--- config.mk ---
export PLATFORM = sky130hd
export DESIGN_NAME = sbt_sprite_bank_map
export DESIGN_NICKNAME = d
export VERILOG_FILES = /design/src/rtl/sbt_pkg.sv /design/src/rtl/sbt_wr_decode.sv /design/src/rtl/sbt_bank_regs.sv /design/src/rtl/sbt_addr_gen.sv /design/src/rtl/sbt_out_stage.sv /design/src/rtl/sbt_sprite_bank_map.sv
export SDC_FILE = /design/constraint.sdc
export NUM_CORES = 1
export LEC_CHECK = 0
export CAP_MARGIN = 20
export CORE_AREA = 2 2 327 329
export CTS_BUF_LIST = sky130_fd_sc_hd__clkbuf_8
export CTS_CLUSTER_DIAMETER = 30
export DETAILED_ROUTE_END_ITERATION = 6
export DIE_AREA = 0 0 329 331
export PLACE_DENSITY_LB_ADDON = 0.05
export SLEW_MARGIN = 20
export SYNTH_ARGS = -nofsm -noshare
export SYNTH_HDL_FRONTEND = slang
export SYNTH_HIERARCHICAL = 1
export SYNTH_SLANG_ARGS = --single-unit
--- constraint.sdc ---
create_clock -name clk -period 13.57 [get_ports clk]
set_input_delay 4.071 -clock clk [delete_from_list [all_inputs] [get_ports clk]]
set_output_delay 4.071 -clock clk [all_outputs]
set_load 0.01 [all_outputs]
--- src/rtl/sbt_pkg.sv ---
package sbt_pkg;
  localparam int BYTE_W = 8;
  localparam int BANK_W = 2 * BYTE_W;

  typedef enum logic [1:0] {
    LANE_NONE = 2'd0,
    LANE_HI   = 2'd1,
    LANE_LO   = 2'd2
  } lane_e;
endpackage

--- src/rtl/sbt_wr_decode.sv ---
module sbt_wr_decode
  import sbt_pkg::*;
#(
  parameter int          N_SPR    = 64,
  parameter int          CPU_AW   = 16,
  parameter int unsigned WIN_BASE = 'h4200
) (
  input  logic                     cpu_we,
  input  logic [CPU_AW-1:0]        cpu_addr,
  output lane_e                    wr_lane,
  output logic [$clog2(N_SPR)-1:0] wr_idx
);
  localparam int IDX_W = $clog2(N_SPR);
  localparam int SPAN  = 2 * N_SPR;

  logic [CPU_AW-1:0] offs;
  logic              in_win;

  assign offs   = cpu_addr - CPU_AW'(WIN_BASE);
  assign in_win = cpu_we && (cpu_addr >= CPU_AW'(WIN_BASE)) && (offs < CPU_AW'(SPAN));
  assign wr_idx = offs[IDX_W-1:0];

  // offset bit IDX_W separates the high-byte half from the low-byte half
  always_comb begin
    wr_lane = LANE_NONE;
    if (in_win) wr_lane = offs[IDX_W] ? LANE_LO : LANE_HI;
  end
endmodule

--- src/rtl/sbt_bank_regs.sv ---
module sbt_bank_regs
  import sbt_pkg::*;
#(
  parameter int N_SPR = 64
) (
  input  logic                     clk,
  input  lane_e                    wr_lane,
  input  logic [$clog2(N_SPR)-1:0] wr_idx,
  input  logic [BYTE_W-1:0]        wr_data,
  input  logic [$clog2(N_SPR)-1:0] rd_idx,
  output logic [BANK_W-1:0]        rd_bank
);
  localparam int IDX_W = $clog2(N_SPR);

  logic [N_SPR-1:0][BANK_W-1:0] ents;

  // contents deliberately survive reset
  for (genvar g = 0; g < N_SPR; g++) begin : g_slot
    logic [BYTE_W-1:0] hi_q;
    logic [BYTE_W-1:0] lo_q;
    logic              hit;

    assign hit = (wr_idx == IDX_W'(g));

    always_ff @(posedge clk) begin
      if (hit && wr_lane == LANE_HI) hi_q <= wr_data;
      if (hit && wr_lane == LANE_LO) lo_q <= wr_data;
    end

    assign ents[g] = {hi_q, lo_q};
  end

  assign rd_bank = ents[rd_idx];
endmodule

--- src/rtl/sbt_addr_gen.sv ---
module sbt_addr_gen
  import sbt_pkg::*;
#(
  parameter int PAT_W = 13
) (
  input  logic                    ext_en,
  input  logic                    bg_on,
  input  logic                    obj_phase,
  input  logic                    tall,
  input  logic [BANK_W-1:0]       bank,
  input  logic [PAT_W-1:0]        pat_addr,
  input  logic [BANK_W+PAT_W-1:0] norm_addr,
  output logic [BANK_W+PAT_W-1:0] addr,
  output logic                    override
);
  localparam int OUT_W = BANK_W + PAT_W;

  logic [OUT_W-1:0] base_w;
  logic [OUT_W-1:0] shifted;
  logic [OUT_W-1:0] remapped;

  assign base_w   = OUT_W'(bank);
  assign shifted  = tall ? (base_w << PAT_W) : (base_w << (PAT_W - 1));
  assign remapped = shifted + OUT_W'(pat_addr);
  assign override = ext_en && bg_on && obj_phase;
  assign addr     = override ? remapped : norm_addr;
endmodule

--- src/rtl/sbt_out_stage.sv ---
module sbt_out_stage #(
  parameter int W = 30
) (
  input  logic         clk,
  input  logic         rst_n,
  input  logic         in_valid,
  output logic         in_ready,
  input  logic [W-1:0] in_data,
  output logic         out_valid,
  input  logic         out_ready,
  output logic [W-1:0] out_data
);
  logic         v_q;
  logic [W-1:0] d_q;

  assign in_ready  = !v_q || out_ready;
  assign out_valid = v_q;
  assign out_data  = d_q;

  always_ff @(posedge clk) begin
    if (!rst_n) v_q <= 1'b0;
    else if (in_ready) v_q <= in_valid;
  end

  always_ff @(posedge clk) begin
    if (in_valid && in_ready) d_q <= in_data;
  end
endmodule

--- src/rtl/sbt_sprite_bank_map.sv ---
module sbt_sprite_bank_map
  import sbt_pkg::*;
#(
  parameter int          N_SPR    = 64,
  parameter int          PAT_W    = 13,
  parameter int          CPU_AW   = 16,
  parameter int unsigned WIN_BASE = 'h4200
) (
  input  logic                        clk,
  input  logic                        rst_n,
  input  logic                        cpu_we,
  input  logic [CPU_AW-1:0]           cpu_addr,
  input  logic [7:0]                  cpu_wdata,
  input  logic                        ext_spr_en,
  input  logic                        bg_show,
  input  logic                        tall_spr,
  input  logic                        req_valid,
  output logic                        req_ready,
  input  logic                        req_obj_phase,
  input  logic [$clog2(N_SPR)-1:0]    req_sprite,
  input  logic [PAT_W-1:0]            req_pat_addr,
  input  logic [2*8+PAT_W-1:0]        req_norm_addr,
  output logic                        out_valid,
  input  logic                        out_ready,
  output logic [2*8+PAT_W-1:0]        out_addr,
  output logic                        out_override
);
  localparam int IDX_W = $clog2(N_SPR);
  localparam int OUT_W = BANK_W + PAT_W;

  lane_e             wr_lane;
  logic [IDX_W-1:0]  wr_idx;
  logic [BANK_W-1:0] sel_bank;
  logic [OUT_W-1:0]  nxt_addr;
  logic              nxt_ovr;

  sbt_wr_decode #(.N_SPR(N_SPR), .CPU_AW(CPU_AW), .WIN_BASE(WIN_BASE)) u_dec (
    .cpu_we  (cpu_we),
    .cpu_addr(cpu_addr),
    .wr_lane (wr_lane),
    .wr_idx  (wr_idx)
  );

  sbt_bank_regs #(.N_SPR(N_SPR)) u_regs (
    .clk    (clk),
    .wr_lane(wr_lane),
    .wr_idx (wr_idx),
    .wr_data(cpu_wdata),
    .rd_idx (req_sprite),
    .rd_bank(sel_bank)
  );

  sbt_addr_gen #(.PAT_W(PAT_W)) u_gen (
    .ext_en   (ext_spr_en),
    .bg_on    (bg_show),
    .obj_phase(req_obj_phase),
    .tall     (tall_spr),
    .bank     (sel_bank),
    .pat_addr (req_pat_addr),
    .norm_addr(req_norm_addr),
    .addr     (nxt_addr),
    .override (nxt_ovr)
  );

  sbt_out_stage #(.W(OUT_W + 1)) u_out (
    .clk      (clk),
    .rst_n    (rst_n),
    .in_valid (req_valid),
    .in_ready (req_ready),
    .in_data  ({nxt_ovr, nxt_addr}),
    .out_valid(out_valid),
    .out_ready(out_ready),
    .out_data ({out_override, out_addr})
  );
endmodule

### Word level (Yosys, flattened, before mapping)

Index checks and enable logic that the tools add are counted.

| operators by class | value |
|---|---|
| add/sub/neg operators | 2 |
| order comparisons | 3 |
| equality and inequality tests | 65 |
| mux-type cells | 6 |
| reduce and logical (&&, ||, !) cells | 136 |

Operator list:

| operator | count |
|---|---|
| $eq A6 B6 Y1 const B | 32 |
| $logic_and A1 B1 Y1 | 133 |
| $bmux W16 S6 | 1 |
| $eq A6 B5 Y1 const B | 16 |
| $mux W29 | 2 |
| $eq A6 B4 Y1 const B | 8 |
| $add A29 B13 Y29 | 1 |
| $eq A6 B3 Y1 const B | 4 |
| $ge A16 B15 Y1 const B | 1 |
| $lt A16 B8 Y1 const B | 1 |
| $mux W16 | 1 |
| $sub A16 B15 Y16 const B | 1 |
| $eq A6 B2 Y1 const B | 2 |
| $lt A6 B7 Y1 const B | 1 |
| $eq A6 B1 Y1 const B | 1 |
| $logic_not A6 Y1 | 1 |
| $mux W2 | 2 |
| $eq A2 B1 Y1 const B | 1 |
| $eq A2 B2 Y1 const B | 1 |
| $logic_not A1 Y1 | 1 |
| $logic_or A1 B1 Y1 | 1 |

| word-level totals | value |
|---|---|
| register bits after elaboration | 1055 |
| input port bits | 81 |
| output and inout bits | 32 |
| logic and storage cells | 342 |

### Longest topological paths before layout

| depth | value |
|---|---|
| depth after elaboration | 6 |
| mapped depth | 15 |
| depth with buffers taken out | 12 |

### Modules after synthesis

The synthesis kept the hierarchy.

Modules (own cells, without submodules):

| module | instances | cells each | area each (µm²) | sequential area each (µm²) |
|---|---|---|---|---|
| sbt_bank_regs | 1 | 1804 | 39748.1 | 30749.5 |
| sbt_addr_gen | 1 | 171 | 1012.2 | 0.0 |
| sbt_out_stage | 1 | 35 | 958.4 | 920.9 |
| sbt_wr_decode | 1 | 16 | 135.1 | 0.0 |

### Worst setup path after synthesis

OpenSTA, ideal clock, no wires.

| timing path | value |
|---|---|
| kind | input port to output port |
| start point | in out_ready |
| end point | out req_ready |
| arrival time | 4.211 ns |
| data required time | 9.499 ns |
| path slack | 5.288 ns |
| cell stages on the path | 1 |
| buffers on the path | 0 |
| cell sequence | nand2b_4 |

| on the way | value |
|---|---|
| cells in the longest elaborated chain, start to end | 1 |

Ends and longest elaborated chain:

| element | RTL line | RTL |
|---|---|---|
| start, declared | sbt_sprite_bank_map.sv:24 | `input logic out_ready,` |
| $logic_or A1 B1 Y1 | sbt_out_stage.sv:16 | `assign in_ready = !v_q \|\| out_ready;` |
| end, declared | sbt_sprite_bank_map.sv:18 | `output logic req_ready,` |

Every way passes these cells.

### Final worst setup path

Ends and elaborated chain as after synthesis.

==> flow_summary_export.csv <==
group,metric,value,unit
sta,clock_skew,0.0328,ns
finish,post-route-util,46.7,%
die,die_w,329,um
drt,drt-vias-per-instance,5.50,
sta,drv_slew,0,
logic_synthesis,ys_top_cells_by_count,"edfxtp_1 (1,054), mux4_2 (249), nor2_1 (152)",
setup_path,crit_type,"in2out",
sta,setup_tns,0,ns
logic_synthesis,synth.largest_area_cell,"edfxtp_1",
place,postPlaceCellArea,44300,um^2
logic_synthesis,async_flop_share,0,%
power,leakagePower,15.7,nW
sta,rsz0062_at_grt,"no",
place,pre_cts_slack,4.29,ns
drt,vias,21237,
sta,setup_viol,0,
power,ir_drop,88.9,uV
logic_synthesis,synth_ff_type,"edfxtp_1",
drt,drt_iter0_drc,1779,
sta,timing.fmax,108,MHz
clock_network,clockBufferDepth,3,
place,dp_hpwl,65.8,mm
power,power_density,151,nW/um^2
drt,drc,0,
logic_synthesis,yosysWarningCount,6,
global_route,antenna_found_initial,3,
global_route,grt_overflow,0,
sta,final-hold-violation-count,0,
status,status,"finished, final reports clean",
clock_network,cts-resized-gates,0,
sta,min_period,9.29,ns
clock_network,numCtsBuffers,225,
setup_path,cp-end-kind,"output pin",
logic_synthesis,yosys_register_bits,1055,
global_route,track_usage,20.3,%
place,gp_congestion,0.777,
clock_network,clockRootBuffer,"clkbuf_8",
global_route,grt_pass1_vias,22021,
place,port_buffers,112,
clock_network,post_cts_buffers,0,
logic_synthesis,synth_edf_count,1054,
logic_synthesis,syn_area,41900,um^2
clock_network,clk_latency,0.88,ns
logic_synthesis,syn-instance-count,2026,
finish,final_area,49000,um^2
sta,min_period_over_period,68.4,%
logic_synthesis,yosysSeqAreaShare,75.7,%
clock_network,cts_hold_buf,0,
global_route,grt_pass1_wl,157,mm
clock_network,path_clk_slew,0.05,ns
setup_path,worstPathRequired,9.50,ns
clock_network,cts.sink_count,1055,
setup_path,cp.arrival,5.22,ns
drt,first_pass_iters,5,
finish,area_growth,17.0,%
job,max-cap-violations,0,
setup_path,start_kind,"primary input",
sta,layout_setup_ws,4.28,ns
sta,worst_slew_margin_rel,25.0,%
die,rows,119,
drt,drt_wl_total,109,mm
die,die_area,109000,um^2
worst_hold_path,hold_class,"reg2reg",
logic_synthesis,synth_top_area_share,75.6,%
finish,nNetsFinal,2367,
die,pin_count,113,
logic_synthesis,synth_area_leaders,"edfxtp_1 (76%), mux4_2 (13%), mux2i_1 (1.9%)",
clock_network,cts_tree,"done",
logic_synthesis,synth_area_per_cell,20.7,um^2
sta,tightest_slew,1.12,ns
finish,drive_above_1_share,27.5,%
die,initial_utilization,39.9,%
setup_path,worstPathMaxFanout,3,
die,die_y,331,um
logic_synthesis,synth.distinct_cells,65,
logic_synthesis,yosysMostFrequentCell,"edfxtp_1",
global_route,grt_max_degree,93,
logic_synthesis,syn_nets,2110,
drt,avgRoutedWirePerCell,28.3,um
clock_network,htree_levels,4,
drt,antenna_left,0,
die,core_area,105000,um^2
## kinds of logic after synthesis
group | Yosys count | synth area share [%]
compound gates | 156 | 2.71
xor+xnor | 9 | 0.188
fa+ha+maj | 3 | 0.0897
buf+inv | 123 | 1.52
flops | 1055 | 75.7
mux | 373 | 16.5
simple gates | 307 | 3.32
## state kept, by name, summed over array words and instances, names as in the netlist
register / flops
u_out/out_data: 30
u_regs/g_slot.hi_q: 512
u_out/out_valid: 1
u_regs/g_slot.lo_q: 512
## final cells by class
class                           count  area [um^2]
Fill cell                        8933        56000
Clock buffer                      226         3110
Inverter                            7         26.3
Multi-Input combinational cell    848         9550
Tap cell                         1391         1740
Clock inverter                    188         1510
Timing Repair Buffer              146         1360
Antenna cell                        3         7.51
Sequential cell                  1055        31700
## path summary, 6_finish.rpt
path / from / end / slack (ns) / cells past startpoint
worst max-delay path: out_ready / req_ready / 4.28 / 3
worst min-delay path: u_out/out_valid / u_out/out_valid / 0.54 / 2
worst max register to register: u_regs/g_slot[59].lo_q[0] / u_out/out_data[26] / 9.71 / 12
worst min register to register: u_out/out_valid / u_out/out_valid / 0.54 / 2
## power breakdown
group | leakage, nW | switching (mW) | internal (mW)
sequential | 9.50 | 0.00212 | 3.60
combinational | 3.76 | 0.243 | 0.151
clock | 2.46 | 1.45 | 1.96
total | 15.7 | 1.70 | 5.71
## cell usage in the layout, fill, tap and decap left out, drive strengths merged, types with 4 or more instances in the layout
cell,synthesis,final
nand2,80,80
mux4,249,249
o21ai,10,10
buf,71,47
nand4,5,5
xor2,4,4
clkbuf,45,226
clkdlybuf4s50,0,99
nor4,6,6
inv,7,58
o31ai,8,8
bufinv,0,20
clkinv,0,93
a22o,36,36
a21oi,31,31
nand3,16,16
mux2,44,44
a22oi,13,13
a221oi,12,12
clkinvlp,0,24
nand2b,6,6
edfxtp,1054,1054
nor2,152,152
nor2b,16,16
mux2i,80,80
xnor2,5,5
a21boi,4,4
o22ai,15,15
## metrics by stage
stage	power, mW	std cells	hold slack [ns]
after floorplan	3.88	2026	0.546
after global placement	4.06	3446	0.530
after detailed placement	4.07	3446	0.537
after CTS	7.50	3860	0.545
after global routing	7.68	3863	0.576
final	7.40	3864	0.538
## worst max-delay path: stages
cell             delay, ns
clkdlybuf4s50_1       0.47
nand2b_4              0.14
clkdlybuf4s50_1       0.53
## layer usage
| layer | part of all wire [%] | global-route usage (%) |
|---|---|---|
| met3 | 5.7 | 4.12 |
| met1 | 45 | 28.6 |
| met2 | 48 | 32.3 |
| met4 | 1.7 | 5.59 |
| met5 | 0.017 | 0 |
No activity file was read; power rests on OpenSTA's default activity.
